<file path="config.mk">
export PLATFORM = sky130hd
export DESIGN_NAME = chg_state_irq
export DESIGN_NICKNAME = d
export VERILOG_FILES = /design/src/rtl/csi_pkg.sv /design/src/rtl/csi_sync.sv /design/src/rtl/csi_cfg.sv /design/src/rtl/csi_detect.sv /design/src/rtl/csi_evt.sv /design/src/rtl/chg_state_irq.sv
export SDC_FILE = /design/constraint.sdc
export NUM_CORES = 1
export LEC_CHECK = 0
export BUFFER_PORTS_ARGS = -buffer_cell sky130_fd_sc_hd__buf_2
export CORE_ASPECT_RATIO = 1.5
export CORE_MARGIN = 2
export CORE_UTILIZATION = 38
export CTS_BUF_LIST = sky130_fd_sc_hd__clkbuf_8
export DETAILED_ROUTE_END_ITERATION = 8
export PLACE_DENSITY_LB_ADDON = 0.1
export SETUP_SLACK_MARGIN = 0.5
export SLEW_MARGIN = 20
export SYNTH_ARGS = -nofsm -noshare
export SYNTH_HDL_FRONTEND = slang
export SYNTH_SLANG_ARGS = --single-unit
</file>
<file path="constraint.sdc">
create_clock -name clk -period 3.2 [get_ports clk]
set_input_delay 0.64 -clock clk [delete_from_list [all_inputs] [get_ports clk]]
set_output_delay 0.64 -clock clk [all_outputs]
set_load 0.01 [all_outputs]
</file>
<file path="src/rtl/csi_pkg.sv">
`timescale 1ns/1ps
package csi_pkg;
   typedef enum logic [1:0] {
      CSI_OFF  = 2'd0,
      CSI_EDGE = 2'd1,
      CSI_LVL  = 2'd2,
      CSI_OFFX = 2'd3
   } csi_mode_e;

   localparam int EVW      = 32;
   localparam logic [1:0] A_MODE = 2'd0;
   localparam logic [1:0] A_HI   = 2'd1;
   localparam logic [1:0] A_LO   = 2'd2;
   localparam logic [1:0] A_STAT = 2'd3;
endpackage

</file>
<file path="src/rtl/csi_sync.sv">
`timescale 1ns/1ps
module csi_sync #(
   parameter int W      = 16,
   parameter int STAGES = 2
) (
   input  logic         clk,
   input  logic         rst_n,
   input  logic [W-1:0] d,
   output logic [W-1:0] q,
   output logic [W-1:0] q_prev
);
   logic [STAGES-1:0][W-1:0] st;

   always_ff @(posedge clk or negedge rst_n) begin
      if (!rst_n) begin
         st     <= '0;
         q_prev <= '0;
      end else begin
         st[0] <= d;
         for (int s = 1; s < STAGES; s++) st[s] <= st[s-1];
         q_prev <= st[STAGES-1];
      end
   end

   assign q = st[STAGES-1];
endmodule

</file>
<file path="src/rtl/csi_cfg.sv">
`timescale 1ns/1ps
module csi_cfg
   import csi_pkg::*;
#(
   parameter int CH_N = 16,
   parameter int NF   = 5
) (
   input  logic            clk,
   input  logic            rst_n,
   input  logic            we,
   input  logic [1:0]      addr,
   input  logic [EVW-1:0]  wdata,
   output csi_mode_e       mode,
   output logic [CH_N-1:0] mask_hi,
   output logic [CH_N-1:0] mask_lo,
   output logic            cfg_chg,
   output logic [NF-1:0]   clr
);
   always_ff @(posedge clk or negedge rst_n) begin
      if (!rst_n) begin
         mode    <= CSI_OFF;
         mask_hi <= '0;
         mask_lo <= '0;
      end else if (we) begin
         case (addr)
            A_MODE:  mode    <= csi_mode_e'(wdata[1:0]);
            A_HI:    mask_hi <= wdata[CH_N-1:0];
            A_LO:    mask_lo <= wdata[CH_N-1:0];
            default: ;
         endcase
      end
   end

   assign cfg_chg = we && (addr != A_STAT);
   assign clr     = (we && addr == A_STAT) ? wdata[EVW-1 -: NF] : '0;
endmodule

</file>
<file path="src/rtl/csi_detect.sv">
`timescale 1ns/1ps
module csi_detect
   import csi_pkg::*;
#(
   parameter int CH_N = 16
) (
   input  logic            clk,
   input  logic            rst_n,
   input  logic            en,
   input  csi_mode_e       mode,
   input  logic [CH_N-1:0] mask_hi,
   input  logic [CH_N-1:0] mask_lo,
   input  logic            cfg_chg,
   input  logic [CH_N-1:0] cur,
   input  logic [CH_N-1:0] prev,
   output logic            cos_hit
);
   logic [CH_N-1:0] edge_ok;
   logic [CH_N-1:0] lvl_ok;
   logic [CH_N-1:0] sel;
   logic            armed;
   logic            edge_hit;
   logic            lvl_hit;
   logic            sel_moved;

   for (genvar k = 0; k < CH_N; k++) begin : g_ch
      assign edge_ok[k] = (mask_hi[k] &  cur[k] & ~prev[k]) |
                          (mask_lo[k] & ~cur[k] &  prev[k]);
      assign lvl_ok[k]  = (~mask_hi[k] | cur[k]) & (~mask_lo[k] | ~cur[k]);
      assign sel[k]     = mask_hi[k] | mask_lo[k];
   end

   assign sel_moved = |((cur ^ prev) & sel);
   assign edge_hit  = en && !cfg_chg && (mode == CSI_EDGE) && (|edge_ok);
   assign lvl_hit   = en && !cfg_chg && (mode == CSI_LVL) && armed &&
                      (|sel) && (&lvl_ok);
   assign cos_hit   = edge_hit || lvl_hit;

   always_ff @(posedge clk or negedge rst_n) begin
      if (!rst_n)          armed <= 1'b1;
      else if (cfg_chg)    armed <= 1'b1;
      else if (lvl_hit)    armed <= 1'b0;
      else if (sel_moved)  armed <= 1'b1;
   end
endmodule

</file>
<file path="src/rtl/csi_evt.sv">
`timescale 1ns/1ps
module csi_evt
   import csi_pkg::*;
#(
   parameter int CH_N  = 16,
   parameter int CH_LO = 4,
   parameter int N_CNT = 3,
   localparam int NF   = N_CNT + 2
) (
   input  logic            clk,
   input  logic            rst_n,
   input  logic            cos_hit,
   input  logic            tmr_p,
   input  logic [N_CNT-1:0] cnt_p,
   input  logic [NF-1:0]   clr,
   input  logic [CH_N-1:0] cur,
   output logic [EVW-1:0]  word,
   output logic            irq
);
   logic [NF-1:0]   flags;
   logic [NF-1:0]   set;
   logic [CH_N-1:0] snap;

   assign set = {cos_hit, tmr_p, cnt_p};

   always_ff @(posedge clk or negedge rst_n) begin
      if (!rst_n) begin
         flags <= '0;
         snap  <= '0;
      end else begin
         flags <= (flags & ~clr) | set;
         if (|set) snap <= cur;
      end
   end

   always_comb begin
      word                 = '0;
      word[EVW-1 -: NF]    = flags;
      word[CH_LO +: CH_N]  = snap;
   end

   assign irq = |flags;
endmodule

</file>
<file path="src/rtl/chg_state_irq.sv">
`timescale 1ns/1ps
module chg_state_irq
   import csi_pkg::*;
#(
   parameter int DIN_W       = 32,
   parameter int CH_LO       = 4,
   parameter int CH_N        = 16,
   parameter int SYNC_STAGES = 2,
   parameter int N_CNT       = 3,
   localparam int NF         = N_CNT + 2
) (
   input  logic             clk,
   input  logic             rst_n,
   input  logic [DIN_W-1:0] din,
   input  logic             irq_en,
   input  logic             cfg_we,
   input  logic [1:0]       cfg_addr,
   input  logic [EVW-1:0]   cfg_wdata,
   input  logic             tmr_pulse,
   input  logic [N_CNT-1:0] cnt_pulse,
   output logic             irq,
   output logic [EVW-1:0]   evt_word
);
   if (CH_LO + CH_N > DIN_W) begin : g_bad_win
      $error("channel window exceeds input port");
   end
   if (CH_LO + CH_N > EVW - NF) begin : g_bad_word
      $error("snapshot overlaps event flags");
   end
   if (SYNC_STAGES < 2) begin : g_bad_sync
      $error("at least two synchronizer stages required");
   end

   csi_mode_e       mode;
   logic [CH_N-1:0] mask_hi, mask_lo, cur, prev;
   logic            cfg_chg, cos_hit;
   logic [NF-1:0]   clr;
   logic            unused_din;

   assign unused_din = ^din;

   csi_sync #(.W(CH_N), .STAGES(SYNC_STAGES)) u_sync (
      .clk(clk), .rst_n(rst_n), .d(din[CH_LO +: CH_N]), .q(cur), .q_prev(prev)
   );

   csi_cfg #(.CH_N(CH_N), .NF(NF)) u_cfg (
      .clk(clk), .rst_n(rst_n), .we(cfg_we), .addr(cfg_addr), .wdata(cfg_wdata),
      .mode(mode), .mask_hi(mask_hi), .mask_lo(mask_lo), .cfg_chg(cfg_chg), .clr(clr)
   );

   csi_detect #(.CH_N(CH_N)) u_det (
      .clk(clk), .rst_n(rst_n), .en(irq_en), .mode(mode), .mask_hi(mask_hi),
      .mask_lo(mask_lo), .cfg_chg(cfg_chg), .cur(cur), .prev(prev), .cos_hit(cos_hit)
   );

   csi_evt #(.CH_N(CH_N), .CH_LO(CH_LO), .N_CNT(N_CNT)) u_evt (
      .clk(clk), .rst_n(rst_n), .cos_hit(cos_hit), .tmr_p(tmr_pulse),
      .cnt_p(cnt_pulse), .clr(clr), .cur(cur), .word(evt_word), .irq(irq)
   );
endmodule

</file>
# [After elaboration in Yosys (flattened, before gate mapping)]
# Cells that the tools add are included.
[op_classes] n_eq_ne=6 mux=4 n_bitwise=213 n_reduce_logical=22
[ops] cell="bitwise AND 1 bit" count=80
[ops] cell="inverter 1 bit" count=64
[ops] cell="bitwise OR 1 bit" count=64
[ops] cell="OR reduction 16 bit" count=3
[ops] cell="bitwise AND 16 bit" count=1
[ops] cell="AND reduction 16 bit" count=1
[ops] cell="bitwise XOR 16 bit" count=1
[ops] cell="OR reduction 5 bit" count=2
[ops] cell="logical AND 1 bit" count=9
[ops] cell="equality test 2 bit, second input constant" count=3
[ops] cell="AND reduction 2 bit" count=3
[ops] cell="bitwise AND 5 bit" count=1
[ops] cell="two-way mux 5 bit" count=1
[ops] cell="inverter 5 bit" count=1
[ops] cell="bitwise OR 5 bit" count=1
[ops] cell="equality test 2 x 1 -> 1 bit, second input constant" count=2
[ops] cell="two-way mux 1 bit" count=3
[ops] cell="nonzero test 3 bit" count=1
[ops] cell="logical NOT 2 bit" count=1
[ops] cell="!= test 2 bit, second input constant" count=1
[ops] cell="logical NOT 1 bit" count=1
[ops] cell="logical OR 1 bit" count=1
[word_totals] reg_bits=104 inputBits=74 output_inout_bits=33

# [Logic depth before layout (Yosys ltp)]
[logic_depth] word_depth=10 ltp_mapped=7

# [By module]
# A second synthesis with hierarchy kept.
[unflattened] cells_unflattened=336 area_unflattened_um2=4606.9
[by_module_without_submodules] module="csi_cfg" n_inst=1 cells_each=80 area_each_um2=1423.9 seq_area_each_um2=850.8
[by_module_without_submodules] module="csi_sync" n_inst=1 cells_each=64 area_each_um2=1321.3 seq_area_each_um2=1201.2
[by_module_without_submodules] module="csi_evt" n_inst=1 cells_each=65 area_each_um2=950.9 seq_area_each_um2=525.5
[by_module_without_submodules] module="csi_detect" n_inst=1 cells_each=127 area_each_um2=910.9 seq_area_each_um2=26.3

# [Worst setup path after synthesis]
# No wires, ideal clock.
[synth_path] kind="input -> register" start="input port cnt_pulse[2]" end="register u_evt.snap[10]" t_arrival_ps=1976 path_slack_ps=1098 stages=4 cell_sequence="or4_1 -> nor3_4 -> buf_12 -> mux2_4"
[synth_between] elab_chain_len=1
[synth_lines] item="start, declared" line_no="chg_state_irq.sv:20" text="input logic [N_CNT-1:0] cnt_pulse,"
[synth_lines] item="OR reduction 5 bit" line_no="csi_evt.sv:32" text="if (|set) snap <= cur;"
[synth_lines] item="end signal, assigned" line_no="csi_evt.sv:32"
[synth_lines] item="end, declared" line_no="csi_evt.sv:22" text="logic [CH_N-1:0] snap;"
# No other way between the ends.
# A chain may end at the register's enable or synchronous reset.

# [Worst setup path after layout]
[layout_path] start="register u_cfg.mask_hi[6]" end="register u_evt.snap[4]"
[layout_between] elab_chain_len=7 word_cells_on_any_way=15
[layout_lines] item="start, declared" line_no="csi_cfg.sv:14" text="output logic [CH_N-1:0] mask_hi,"
[layout_lines] item="start signal, assigned" line_no="csi_cfg.sv:27" text="A_HI: mask_hi <= wdata[CH_N-1:0];"
[layout_lines] item="bitwise AND 1 bit or inverter 1 bit (tied branches)" line_no="csi_detect.sv:27, csi_detect.sv:29"
[layout_lines] item="bitwise AND 1 bit or bitwise OR 1 bit (tied branches)" line_no="csi_detect.sv:27, csi_detect.sv:29"
[layout_lines] item="bitwise OR 1 bit or bitwise AND 1 bit (tied branches)" line_no="csi_detect.sv:27, csi_detect.sv:29"
[layout_lines] item="OR reduction 16 bit or AND reduction 16 bit (tied branches)" line_no="csi_detect.sv:34, csi_detect.sv:36"
[layout_lines] item="logical AND 1 bit (on tied branches)" line_no="csi_detect.sv:34, csi_detect.sv:36"
[layout_lines] item="logical OR 1 bit (*)" line_no="csi_detect.sv:37" text="assign cos_hit = edge_hit || lvl_hit;"
[layout_lines] item="OR reduction 5 bit (*)" line_no="csi_evt.sv:32"
# Mark *: on every way between the ends. The rest lies on a longest branch, timed or not.

==> impl_metrics.json <==
{
  "cts_buffers": 9,
  "cts_tree": "yes",
  "finalCritPeriodShare": 0.749,
  "p_int_w": 0.00194,
  "ys_seq_area_frac": 0.601,
  "path_depth": 7,
  "r2r_setup_slack_ns": 0.80,
  "hold_violations": 0,
  "cts_buffer_depth": 2,
  "setup_violations": 0,
  "swShare": 0.285,
  "clk_pin_slew_ns": 0.10,
  "cp_max_fo": 16,
  "cts-hold-fix-buffers": 0,
  "wl_um": 9440,
  "r2r_cells": 7,
  "antenna_found_initial": 0,
  "r2r_end": "u_evt.snap[4]",
  "die-width_um": 91.2,
  "grt_max_degree": 37,
  "synthDistinctLibCells": 32,
  "comb_power_share": 0.137,
  "dp_hpwl_um": 6800,
  "cp-start-kind": "flop",
  "ant_nets": 0,
  "max-cap-violations": 0,
  "drive_gt1_frac": 0.359,
  "clk_latency_ns": 0.38,
  "rsz0062_at_grt": "no",
  "avgViaCountPerCell": 5.03,
  "grt_pass1_vias": 2829,
  "path_class": "flop to flop",
  "syn_avg_cell_area_um2": 13.8,
  "grt_pass1_wl_um": 15100,
  "wl_per_cell_um": 17.3,
  "period_minus_slack_ns": 2.40,
  "num_rows": 47,
  "timing.fmax_mhz": 417,
  "cts-resized-gates": 0,
  "ys.warnings.count": 0,
  "slew_viol_final": 0,
  "num_antenna_cells": 0,
  "drt_iter0_markers": 125,
  "critPathCapture": "u_evt.snap[4]",
  "portBuffers": 68,
  "drt-pass1-iter-count": 5,
  "timing.rr.start": "u_cfg.mask_hi[6]",
  "final_common_cell": "dfrtp_1",
  "n_fill_cell": 1079,
  "worstSetupEndpointType": "flop",
  "crit_path_cell_trace": "nor4_1 -> nand4_1 -> nor2_1 -> nor4_4 -> nor3_4 -> buf_4 -> mux2_2",
  "vdd_drop_max_v": 0.000236,
  "netlist_area_mm2": 0.00433,
  "layout_common_cells": "dfrtp_1, buf_2, mux2_2",
  "hold_class": "input pin to asynchronous set/reset pin",
  "cp_data_arrival_time_ns": 2.67,
  "finalPower_w": 0.00271,
  "ys_seq_elements": 104,
  "pwr-share-clk": 0.276,
  "status": "completed",
  "nets": 467,
  "areaGrowthSynthToFinish_pct": 15.3,
  "finalClockSkew_ns": 0.0105,
  "start_util": 0.392,
  "crit_path_max_incr_delay_ns": 0.44,
  "cts-root-buf": "clkbuf_8",
  "grtUsageTotal": 0.163,
  "core_mm2": 0.0111,
  "tns_ns": 0,
  "power_density_mw_per_mm2": 543,
  "overflow": 0,
  "fp.dieH_um": 135,
  "drc": 0,
  "htree_num_levels": 3,
  "seq_power_share": 0.588,
  "p_leak_nw": 2.19,
  "critPathRequiredTime_ns": 3.47,
  "crit_family": "simple AND/OR/NAND/NOR gates",
  "dieArea_mm2": 0.0123,
  "slowest_stage": "dfrtp_1",
  "crit_start": "u_cfg.mask_hi[6]",
  "syn-instance-count": 313,
  "route.vias.total": 2744,
  "cts_setup_buffers": 0,
  "p_sw_w": 0.000774,
  "crit_buf_inv": 1,
  "globalplace.congestion": 0.833,
  "cts.sinks": 104,
  "ios": 107
}
-- sequential cells by signal, indices dropped and copies added, names as in the netlist --
signal and flops:
u_det.armed 1, u_sync.st 16, u_sync.q 16, u_evt.flags 5, u_cfg.mode 2, u_evt.snap 16, u_sync.q_prev 16, u_cfg.mask_hi 16
u_cfg.mask_lo 16
-- stage by stage --
stage	area [µm²]	setup WS [ns]	hold WS, ns	instances	utilization
2_1_floorplan	4370	1.10	0.331	323	-
3_3_place_gp	4820	0.778	0.332	529	0.436
3_5_place_dp	4820	0.758	0.336	529	0.436
4_1_cts	5000	0.753	0.214	545	0.452
5_1_grt	5000	0.644	0.222	545	0.452
6_report	5000	0.802	0.204	545	0.452
-- per-layer routing --
layer  global-route usage  part of all wire
met3               0.0335             0.039
met5                    0                 0
met4               0.0741             0.025
met2                0.275              0.51
met1                0.203              0.43
-- synthesized netlist by cell type, drive strengths merged --
library cell  count  area [µm²]
buf              12         103
nor2b             1        6.26
or4               1        7.51
mux2             50         601
or3               1        11.3
nor3b             1        7.51
conb              1        3.75
a31oi             1        6.26
nand4            14        87.6
and3              1        6.26
dfstp             1        26.3
nor2              2        7.51
mux2i            16         160
o22ai             1        6.26
a21boi            1        7.51
xor2             16         140
dfrtp           103        2580
a211o             1        8.76
nand3b           29         218
nand3             2        10.0
nor3              4        31.3
nor4bb            1        10.0
a21o              4        30.0
o21ai            21         105
clkbuf            2        7.51
nor4             11        90.1
nand2            15        56.3
-- area by class of cell --
cell class / count / area, µm² / share of cell area
multi-input cells: 205 / 1660 / 0.331
clock inverters: 6 / 35.0 / 0.00701
flip-flops and latches: 104 / 2600 / 0.521
repair buffers: 73 / 380 / 0.0761
well taps: 147 / 184 / 0.0368
clock buffers: 10 / 138 / 0.0275
-- power by group through the flow --
stage | logic [W] | registers, W | clock network (W)
after floorplan | 0.000240 | 0.00158 | 0
after global placement | 0.000373 | 0.00162 | 0
after detailed placement | 0.000375 | 0.00162 | 0
after CTS | 0.000378 | 0.00160 | 0.000770
after global routing | 0.000415 | 0.00162 | 0.000832
final | 0.000371 | 0.00160 | 0.000748
-- how the worst min path moves through the flow --
stage | endpoint | cells past startpoint | slack, ns
after floorplan | u_sync.q[0] | 0 | 0.33
after global placement | u_sync.q[14] | 0 | 0.33
after detailed placement | u_sync.q[0] | 0 | 0.34
after CTS | u_evt.snap[1] | 1 | 0.21
after global routing | u_evt.snap[1] | 1 | 0.22
final | u_evt.snap[1] | 1 | 0.20
-- kinds of logic after synthesis --
family	Yosys count	share of synthesized area
AOI/OAI and AO/OA	29	0.0378
other	1	0.000866
and+or+nand+nor	83	0.127
DFF	104	0.601
buffers and inverters	14	0.0254
xor gates and xnor gates	16	0.0324
muxes	66	0.176
No activity file was read; power rests on OpenSTA's default activity.
